### config.mk
export PLATFORM = sky130hd
export DESIGN_NAME = ext_irq_edge_top
export DESIGN_NICKNAME = d
export VERILOG_FILES = /design/src/rtl/ext_irq_pkg.sv /design/src/rtl/ext_irq_sync.sv /design/src/rtl/ext_irq_chan.sv /design/src/rtl/ext_irq_regs.sv /design/src/rtl/ext_irq_edge_top.sv
export SDC_FILE = /design/constraint.sdc
export NUM_CORES = 1
export LEC_CHECK = 0
export ABC_AREA = 1
export BUFFER_PORTS_ARGS = -buffer_cell sky130_fd_sc_hd__buf_2
export CAP_MARGIN = 20
export CORE_MARGIN = 2
export CORE_UTILIZATION = 25
export CTS_BUF_LIST = sky130_fd_sc_hd__clkbuf_2 sky130_fd_sc_hd__clkbuf_4 sky130_fd_sc_hd__clkbuf_8
export DETAILED_ROUTE_END_ITERATION = 8
export RECOVER_POWER = 50
export SLEW_MARGIN = 20
export SYNTH_ARGS = -nofsm -noshare
export SYNTH_HDL_FRONTEND = slang
export SYNTH_SLANG_ARGS = --single-unit
### constraint.sdc
create_clock -name clk -period 1.3 [get_ports clk]
set_input_delay 0.13 -clock clk [delete_from_list [all_inputs] [get_ports clk]]
set_output_delay 0.13 -clock clk [all_outputs]
set_load 0.03 [all_outputs]
### src/rtl/ext_irq_pkg.sv
package ext_irq_pkg;
  localparam int MODE_W = 2;
  localparam int ADDR_W = 2;

  typedef enum logic [MODE_W-1:0] {
    EDGE_OFF  = 2'b00,
    EDGE_FALL = 2'b01,
    EDGE_RISE = 2'b10,
    EDGE_BOTH = 2'b11
  } edge_mode_t;

  localparam logic [ADDR_W-1:0] ADDR_MODE = 2'd0;
  localparam logic [ADDR_W-1:0] ADDR_PSEL = 2'd1;
  localparam logic [ADDR_W-1:0] ADDR_FLAG = 2'd2;
endpackage

### src/rtl/ext_irq_sync.sv
module ext_irq_sync #(
  parameter int STAGES = 2
) (
  input  logic clk,
  input  logic rst_n,
  input  logic d,
  output logic q
);
  logic [STAGES-1:0] chain_q;

  always_ff @(posedge clk or negedge rst_n) begin
    if (!rst_n) chain_q <= '0;
    else        chain_q <= {chain_q[STAGES-2:0], d};
  end

  assign q = chain_q[STAGES-1];
endmodule

### src/rtl/ext_irq_chan.sv
module ext_irq_chan
  import ext_irq_pkg::*;
#(
  parameter int SYNC_STAGES = 2
) (
  input  logic              clk,
  input  logic              rst_n,
  input  logic              mc_en,
  input  logic              pin,
  input  logic [MODE_W-1:0] mode,
  input  logic              pin_sel,
  input  logic              clr,
  output logic              flag
);
  logic       lvl;
  logic       hist_q;
  logic       active;
  logic       rise;
  logic       fall;
  logic       hit;
  edge_mode_t mode_e;

  ext_irq_sync #(.STAGES(SYNC_STAGES)) u_sync (
    .clk  (clk),
    .rst_n(rst_n),
    .d    (pin),
    .q    (lvl)
  );

  assign mode_e = edge_mode_t'(mode);
  assign active = pin_sel && (mode_e != EDGE_OFF);

  // While inactive, history follows the pin so enabling never sees a stale level.
  always_ff @(posedge clk or negedge rst_n) begin
    if (!rst_n)                hist_q <= 1'b0;
    else if (!active || mc_en) hist_q <= lvl;
  end

  assign rise = lvl & ~hist_q;
  assign fall = ~lvl & hist_q;

  always_comb begin
    hit = 1'b0;
    if (active && mc_en) begin
      case (mode_e)
        EDGE_FALL: hit = fall;
        EDGE_RISE: hit = rise;
        EDGE_BOTH: hit = rise | fall;
        default:   hit = 1'b0;
      endcase
    end
  end

  // A fresh edge has priority over any clear in the same cycle.
  always_ff @(posedge clk or negedge rst_n) begin
    if (!rst_n)   flag <= 1'b0;
    else if (hit) flag <= 1'b1;
    else if (clr) flag <= 1'b0;
  end
endmodule

### src/rtl/ext_irq_regs.sv
module ext_irq_regs
  import ext_irq_pkg::*;
#(
  parameter int NUM_CH = 4,
  parameter int DATA_W = 8,
  localparam int ESEL_W = NUM_CH * MODE_W
) (
  input  logic              clk,
  input  logic              rst_n,
  input  logic              wr,
  input  logic [ADDR_W-1:0] addr,
  input  logic [DATA_W-1:0] wdata,
  input  logic [NUM_CH-1:0] flags,
  output logic [ESEL_W-1:0] esel_q,
  output logic [NUM_CH-1:0] psel_q,
  output logic [NUM_CH-1:0] sw_clr,
  output logic [DATA_W-1:0] rdata
);
  logic wr_mode;
  logic wr_psel;
  logic wr_flag;

  assign wr_mode = wr && (addr == ADDR_MODE);
  assign wr_psel = wr && (addr == ADDR_PSEL);
  assign wr_flag = wr && (addr == ADDR_FLAG);

  always_ff @(posedge clk or negedge rst_n) begin
    if (!rst_n)       esel_q <= '0;
    else if (wr_mode) esel_q <= wdata[ESEL_W-1:0];
  end

  always_ff @(posedge clk or negedge rst_n) begin
    if (!rst_n)       psel_q <= '0;
    else if (wr_psel) psel_q <= wdata[NUM_CH-1:0];
  end

  // Zero bits in a flag write clear; ones leave the flag alone.
  assign sw_clr = wr_flag ? ~wdata[NUM_CH-1:0] : '0;

  always_comb begin
    rdata = '0;
    case (addr)
      ADDR_MODE: rdata[ESEL_W-1:0] = esel_q;
      ADDR_PSEL: rdata[NUM_CH-1:0] = psel_q;
      ADDR_FLAG: rdata[NUM_CH-1:0] = flags;
      default:   rdata = '0;
    endcase
  end
endmodule

### src/rtl/ext_irq_edge_top.sv
module ext_irq_edge_top
  import ext_irq_pkg::*;
#(
  parameter int NUM_CH      = 4,
  parameter int DATA_W      = 8,
  parameter int SYNC_STAGES = 2
) (
  input  logic              clk,
  input  logic              rst_n,
  input  logic              mc_en,
  input  logic [3:0]        irq_pin,
  input  logic [3:0]        irq_ack,
  input  logic              reg_wr,
  input  logic [1:0]        reg_addr,
  input  logic [7:0]        reg_wdata,
  output logic [7:0]        reg_rdata,
  output logic [3:0]        irq_req
);
  localparam int ESEL_W = NUM_CH * MODE_W;

  logic [ESEL_W-1:0] esel_q;
  logic [NUM_CH-1:0] psel_q;
  logic [NUM_CH-1:0] sw_clr;
  logic [NUM_CH-1:0] flags;

  ext_irq_regs #(.NUM_CH(NUM_CH), .DATA_W(DATA_W)) u_regs (
    .clk   (clk),
    .rst_n (rst_n),
    .wr    (reg_wr),
    .addr  (reg_addr),
    .wdata (reg_wdata),
    .flags (flags),
    .esel_q(esel_q),
    .psel_q(psel_q),
    .sw_clr(sw_clr),
    .rdata (reg_rdata)
  );

  for (genvar g = 0; g < NUM_CH; g++) begin : g_ch
    ext_irq_chan #(.SYNC_STAGES(SYNC_STAGES)) u_chan (
      .clk    (clk),
      .rst_n  (rst_n),
      .mc_en  (mc_en),
      .pin    (irq_pin[g]),
      .mode   (esel_q[g*MODE_W +: MODE_W]),
      .pin_sel(psel_q[g]),
      .clr    (irq_ack[g] | sw_clr[g]),
      .flag   (flags[g])
    );
  end

  assign irq_req = flags;
endmodule

Yosys cells after proc, flatten, opt, wreduce, memory -nomap -nowiden
Index checks and enable logic that the tools add are counted.
{"block": "totals", "inputBits": 22, "regBits": 28}
{"block": "classes", "bitwise": 25, "mux": 19, "eq_ne": 14, "reduce_logical": 28}
{"op": "$eq A2 B2 Y1 const B", "n": 9}
{"op": "$reduce_bool A2 Y1", "n": 8}
{"op": "$mux W1", "n": 12}
{"op": "$pmux W1 S3", "n": 4}
{"op": "$pmux W4 S3", "n": 1}
{"op": "$logic_and A1 B1 Y1", "n": 11}
{"op": "$eq A2 B1 Y1 const B", "n": 5}
{"op": "$and A1 B1 Y1", "n": 8}
{"op": "$mux W4", "n": 2}
{"op": "$not A1 Y1", "n": 8}
{"op": "$or A1 B1 Y1", "n": 8}
{"op": "$logic_not A1 Y1", "n": 4}
{"op": "$logic_or A1 B1 Y1", "n": 4}
{"op": "$not A4 Y4", "n": 1}
{"op": "$logic_not A2 Y1", "n": 1}

Logic depth before layout (Yosys ltp)
Gate-level depths: netlist of run 1.
{"block": "logic_depth", "depth_word": 6, "ltp_mapped": 7, "depth_no_buf": 7}

By module
A second synthesis of run 1 with hierarchy kept.
{"block": "unflattened", "cells_unflattened": 202, "area_unflattened_um2": 1534.0}
{"module": "ext_irq_chan", "n_inst": 4, "cells_per_inst": 24, "area_per_inst_um2": 161.4}
{"module": "ext_irq_regs", "n_inst": 1, "cells_per_inst": 86, "area_per_inst_um2": 643.1}
{"module": "ext_irq_sync", "n_inst": 4, "cells_per_inst": 2, "area_per_inst_um2": 50.0}
{"module": "ext_irq_edge_top", "n_inst": 1, "cells_per_inst": 12, "area_per_inst_um2": 45.0}

Worst setup path after synthesis of run 1
OpenSTA, ideal clock, no wires.
{"block": "synth_path", "kind": "register -> output", "start": "register g_ch[0].u_chan.flag", "end": "output port reg_rdata[0]", "n_path_buf": 0, "arrival_ns": 0.894, "path_stages_with_launch": 3, "slack_ns": 0.276, "required_time_ns": 1.170, "path_cell_list": "dfrtp_1 -> inv_1 -> o211ai_1"}
{"block": "synth_via", "elab_chain_cells": 1}
{"element": "from (decl)", "line_no": "ext_irq_chan.sv:13", "source": "output logic flag"}
{"element": "from (signal assigned)", "line_no": "ext_irq_chan.sv:56", "source": "if (!rst_n) flag <= 1'b0;"}
{"element": "from (signal assigned)", "line_no": "ext_irq_chan.sv:57", "source": "else if (hit) flag <= 1'b1;"}
{"element": "from (signal assigned)", "line_no": "ext_irq_chan.sv:58", "source": "else if (clr) flag <= 1'b0;"}
{"element": "$pmux W4 S3", "line_no": "ext_irq_regs.sv:42", "source": "case (addr)"}
{"element": "to (decl)", "line_no": "ext_irq_edge_top.sv:16", "source": "output logic [7:0] reg_rdata,"}
No other way between the ends.

Worst setup path after layout of run 1
Ends and elaborated chain as after synthesis.

==> metrics.txt, run 1 <==
Synth Area in Compound Gates 0.123; CP Cell Sequence inv_2, o211ai_1, buf_4; gr usage total 0.105; Hold Path Sink u_regs.esel_q[6]; top cells by area, synth dfrtp_1, nand2_1, inv_1, ha_1, o21ai_0; Ports 34; starting density of the core 0.262; setup total negative slack 0 ns; CP endpoint kind output pin; post-synth top area cell dfrtp_1; FF-to-FF path depth 7; RSZ-0062 raised after global routing true; maxcap violations 0; vias in the first global route 1157; drt via density 4.08; Iter 0 DRT Violations 76; crit-path max cell delay 0.37 ns; CP Data Arrival Time 1.12 ns; number of diodes 0; Slew HR 0.542; worst hold start reg_wdata[6]; largest net degree at the start of global routing 29; Pwr Total 2.12 mW; ys flop type dfrtp_1; TritonCTS clock tree done; adder-cell share of the synthesized area 0.0681; Clock Latency Late Sink 0.27 ns; Synth top cells by count nand2_1, inv_1, dfrtp_1, nor2_1, o21ai_0; CTS root buf clkbuf_8; Seq/Total Area, Yosys 0.477; worst r2r src g_ch[2].u_chan.hist_q; R2R Setup Slk 0.23 ns; first-pass GRT wire length 5.23 mm; Synth Register Bits 28; Cells after Synth 179; HPWL after DPL 2.36 mm; worst reg2reg endpoint g_ch[2].u_chan.flag; fin crit share 0.958; top cell type's share of synthesized area 0.477; die footprint 0.00651 mm²; Inst Count DP 279; gpl congestion 0.749; final WL 3.10 mm; WS Path Type flip-flop to output pin; final worst setup slack 0.0540 ns; post-synthesis simple-gate area fraction 0.223; # rows 27; fin cells 290; Async SR Flop Fraction 1.00; YS warnings 0; CP max FO 2; worst hold path type primary input to flip-flop; final worst path period need 1.25 ns; CTS clk-pin slew, worst paths 0.09 ns; IO buf count 33; EDFF count, synth 0; CTS Buf Count 3; Syn Area/Cell 8.21 µm²; WHS Path Cells 3; endpoints failing hold 0; Final Net Count 249; fin. max-slew vios 0; Slew @ Worst Pin 0.687 ns; Area Overhead vs Synth 22.1%; Detail Route Antenna Nets 0; final hold slack 0.0873 ns; Die X 80.7 µm; Pre-antenna DRT Iters 4; worst ir drop on vdd 0.502 mV; drt wl/cell 10.7 µm; Overflow after GRT 0; slowest stage cell, crit path dfrtp_1; Highest Clock Rate 0.803 GHz; core area 0.00561 mm²; initial antenna violation count 0; post-synthesis mux area share 0; skew final 0.000896 ns; clk sink count 28; Syn Nets 209; Distinct cells, synth 15; die height 80.7 µm; fraction of layout cells with a size suffix above 1 0.239; status finished, final reports clean; CTS H-tree lvls 1; pre-CTS setup slack 0.173 ns; CP required 1.17 ns; critical path startpoint category flip-flop; vias after detailed routing 1182; xor and xnor area share after synthesis 0; top-count cell post-synth nand2_1; Netlist Area Pre-Place 0.00147 mm²; largest family of logic cells by synthesized area simple AND/OR/NAND/NOR gates; CTS Buffer Depth 2; DRC errors left 0; Setup-failing EPs final 0; P_leak 0.953 nW; Pwr per Cell Area 1180 mW/mm²
## timing repair
action,4_1_cts,5_1_grt
gates resized for setup,0,11
setup endpoints to repair,0,4
buffers inserted,0,2
hold endpoints to repair,32,0
hold buffers,5,0
## cell families after synthesis
group	count (synthesis)
simple gates	78
flops	28
buf+inv	37
compound gates	28
fa+ha+maj	8
## flip-flops by register name (all words and copies together), names as in the netlist
signal,count
u_regs.psel_q,4
g_ch.u_chan.hist_q,4
u_regs.esel_q,8
g_ch.u_chan.flag,4
g_ch.u_chan.u_sync.chain_q,8
## how the worst max path moves through the flow
stage	startpoint	to	slack (ns)	cells after the start
2_1_floorplan	g_ch[0].u_chan.flag	reg_rdata[0]	0.28	2
3_3_place_gp	reg_addr[0]	reg_rdata[3]	0.17	5
3_5_place_dp	reg_addr[0]	reg_rdata[2]	0.17	5
4_1_cts	g_ch[2].u_chan.flag	reg_rdata[2]	0.0008	3
5_1_grt	u_regs.esel_q[0]	reg_rdata[0]	-0.007	3
6_report	g_ch[0].u_chan.flag	reg_rdata[0]	0.05	3
## cell usage in the layout (no fill, tap or decap)
cell type       n
nand2_1        51
inv_1          29
buf_2          29
dfrtp_1        26
o21ai_0        18
nor2_1         16
nand3_1         8
ha_1            8
dlygate4sd3_1   5
buf_4           5
o211ai_1        4
clkbuf_8        4
inv_2           3
a21oi_2         3
nor2_4          2
o21ai_2         2
dfrtp_2         2
nor2_2          1
a21oi_1         1
clkbuf_2        1
## metal layers
| metal | part of all wire | wire [µm] | global-route usage |
|---|---|---|---|
| met4 | 0.017 | 53 | 0.0458 |
| met3 | 0.040 | 125 | 0.0135 |
| met1 | 0.46 | 1440 | 0.135 |
| met2 | 0.48 | 1480 | 0.175 |
| met5 | 0 | 0 | 0 |
## power breakdown
part | internal [mW] | switching, mW | total (mW)
Clock | 0.271 | 0.271 | 0.542
Sequential | 0.975 | 0.0902 | 1.07
Combinational | 0.194 | 0.316 | 0.510
Total | 1.44 | 0.677 | 2.12
## metrics by stage
step,utilization,instance area [µm²]
floorplan,-,1470
global placement,0.300,1680
detailed placement,0.300,1680
CTS,0.319,1790
global route,0.320,1800
finish,0.320,1800
## final cells by class
class	instances	area (µm²)
Clock buffer	4	55.1
Fill cell	619	3810
Inverter	32	120
Multi-Input combinational cell	114	589
Sequential cell	28	703
Tap cell	72	90.1
Timing Repair Buffer	40	238
## worst max-delay path: cells and delay by family (launching register included)
| family | cells | cell delay [ns] |
|---|---|---|
| AO/OA/AOI/OAI | 1 | 0.22 |
| buffers and inverters | 2 | 0.26 |
| flip-flops | 1 | 0.37 |
Power figures use the tool's default switching activity.
==> run 2, diff against run 1 <==
--- a/config.mk
+++ b/config.mk
@@ -8,7 +8,7 @@
 export ABC_AREA = 1
 export BUFFER_PORTS_ARGS = -buffer_cell sky130_fd_sc_hd__buf_2
 export CAP_MARGIN = 20
-export CORE_MARGIN = 2
+export CORE_MARGIN = 3
 export CORE_UTILIZATION = 25
 export CTS_BUF_LIST = sky130_fd_sc_hd__clkbuf_2 sky130_fd_sc_hd__clkbuf_4 sky130_fd_sc_hd__clkbuf_8
 export DETAILED_ROUTE_END_ITERATION = 8
==> run 2 against run 1 <==
Effect of this change: clock power shrank 3%; count of clock-buffer cells in the layout unchanged; combinational power down 0.8%; critical endpoint unchanged; highest routed layer unchanged.
==> metrics.txt, run 2 (synthesis gave the netlist of run 1 again) <==
Pwr per Cell Area 1170 mW/mm² (-0.61%); starting density of the core 0.262 (unchanged); gr usage total 0.0982 (-0.00665); vias in the first global route 1166 (+0.78%); final WL 3.07 mm (-0.81%); TritonCTS clock tree done; die height 82.7 µm (+2.5%); commonest non-fill, non-tap cells in the layout nand2_1, inv_1, dfrtp_1, buf_2, o21ai_0; Ports 34 (unchanged); CTS Buffer Depth 2 (unchanged); endpoints failing hold 0 (unchanged); Setup-failing EPs final 0 (unchanged); fin. max-slew vios 0 (unchanged); first-pass GRT wire length 5.16 mm (-1.3%); worst ir drop on vdd 0.444 mV (-11%); largest net degree at the start of global routing 29 (unchanged); number of diodes 0 (unchanged); worst hold start reg_wdata[7]; Iter 0 DRT Violations 51 (-33%); drt via density 4.01 (-1.5%); CP max FO 2 (unchanged); Final Net Count 248 (-0.40%); CP endpoint kind output pin; Highest Clock Rate 0.797 GHz (-0.64%); die footprint 0.00684 mm² (+5.0%); final worst path period need 1.25 ns (+0.00802 ns); Clock Latency Late Sink 0.27 ns (about the same); DRC errors left 0 (unchanged); IO buf count 33 (unchanged); Slew HR 0.541 (-0.00113); fillers 626 (+1.1%); post-route cell area 0.00179 mm² (-0.49%); vias after detailed routing 1160 (-1.9%); CP startpoint g_ch[0].u_chan.flag; status finished, final reports clean; gpl congestion 0.739 (-1.3%); CP required 1.17 ns (about the same); fraction of layout cells with a size suffix above 1 0.221 (-0.0173); R2R Setup Slk 0.23 ns (about the same); Pre-antenna DRT Iters 4 (unchanged); worst hold path type primary input to flip-flop; skew final 0.00295 ns (+0.00205 ns); Overflow after GRT 0 (unchanged); HPWL after DPL 2.38 mm (+0.84%); Inst Count DP 279 (unchanged); drt wl/cell 10.6 µm (-0.46%); CTS Buf Count 3 (unchanged); critical path startpoint category flip-flop; WS Path Type flip-flop to output pin; Core Util, Final 0.319 (-0.00156); Area Overhead vs Synth 21.5%; CP Data Arrival Time 1.12 ns (about the same); Cell Area, Placed 0.00168 mm² (unchanged); CTS root buf clkbuf_8; CTS H-tree lvls 1 (unchanged); fin cells 289 (-0.34%); Detail Route Antenna Nets 0 (unchanged); Die X 82.7 µm (+2.5%); CTS clk-pin slew, worst paths 0.09 ns (about the same); worst r2r src g_ch[3].u_chan.hist_q; initial antenna violation count 0 (unchanged); most common cell after layout, fill and taps aside nand2_1; Slew @ Worst Pin 0.688 ns (+0.00170 ns); clk sink count 28 (unchanged); fin crit share 0.965 (+0.00617); maxcap violations 0 (unchanged); P_leak 0.942 nW (-1.1%); core area 0.00561 mm² (unchanged); # rows 27 (unchanged); top flop regs g_ch.u_chan.u_sync.chain_q: 8 flops, u_regs.esel_q: 8 flops
==> run 2: per-layer routing <==
| layer | part of all wire | vias up | global-route usage |
|---|---|---|---|
| li1 | - | 621 | - |
| met1 | 0.48 | 520 | 0.126 |
| met2 | 0.47 | 17 | 0.162 |
| met3 | 0.044 | 2 | 0.0206 |
| met4 | 0.0049 | 0 | 0.0359 |
| met5 | 0 | - | 0 |
==> run 2: worst max-delay path, cell delays in order, from the launching register on <==
cell and delay, ns:
dfrtp_1 0.37, inv_2 0.05, o211ai_1 0.23, buf_4 0.21
==> run 2: through the flow <==
stage                     total power, mW  setup slack, ns  TNS, ns  hold WS [ns]
after CTS                            2.12          0.00629        0        0.0884
final                                2.09           0.0459        0        0.0946
after detailed placement             1.57            0.169        0         0.193
after global placement               1.56            0.162        0         0.193
after global routing                 2.25          -0.0112  -0.0112        0.0903
after floorplan                      1.42            0.276        0        -0.166
==> run 2: layout make-up <==
class                   instances  area [µm²]  area share
clock buffers                   4        55.1      0.0308
flip-flops and latches         28         703       0.394
inverters                      32         120      0.0672
well taps                      72        90.1      0.0504
multi-input cells             114         588       0.329
repair buffers                 39         230       0.129
==> run 2: report_power, final <==
part / internal, mW / switching (mW)
Combinational: 0.189 / 0.317
Sequential: 0.975 / 0.0879
Clock: 0.271 / 0.255
==> run 2: path summary, 6_finish.rpt <==
path / end / cells past startpoint
hold reg to reg: g_ch[2].u_chan.u_sync.chain_q[1] / 0
max in group asynchronous: u_regs.esel_q[3] / 2
setup reg to reg: g_ch[3].u_chan.flag / 7
hold / removal: u_regs.esel_q[7] / 3
min in group asynchronous: g_ch[1].u_chan.u_sync.chain_q[0] / 2
setup / recovery: reg_rdata[0] / 3
==> run 2: timing repair <==
| action | CTS | global route |
|---|---|---|
| hold buffers | 5 | 0 |
| gates resized for setup | 0 | 11 |
| hold endpoints to repair | 32 | 0 |
| setup buffers | 0 | 1 |
| endpoints found under the setup margin | 0 | 4 |
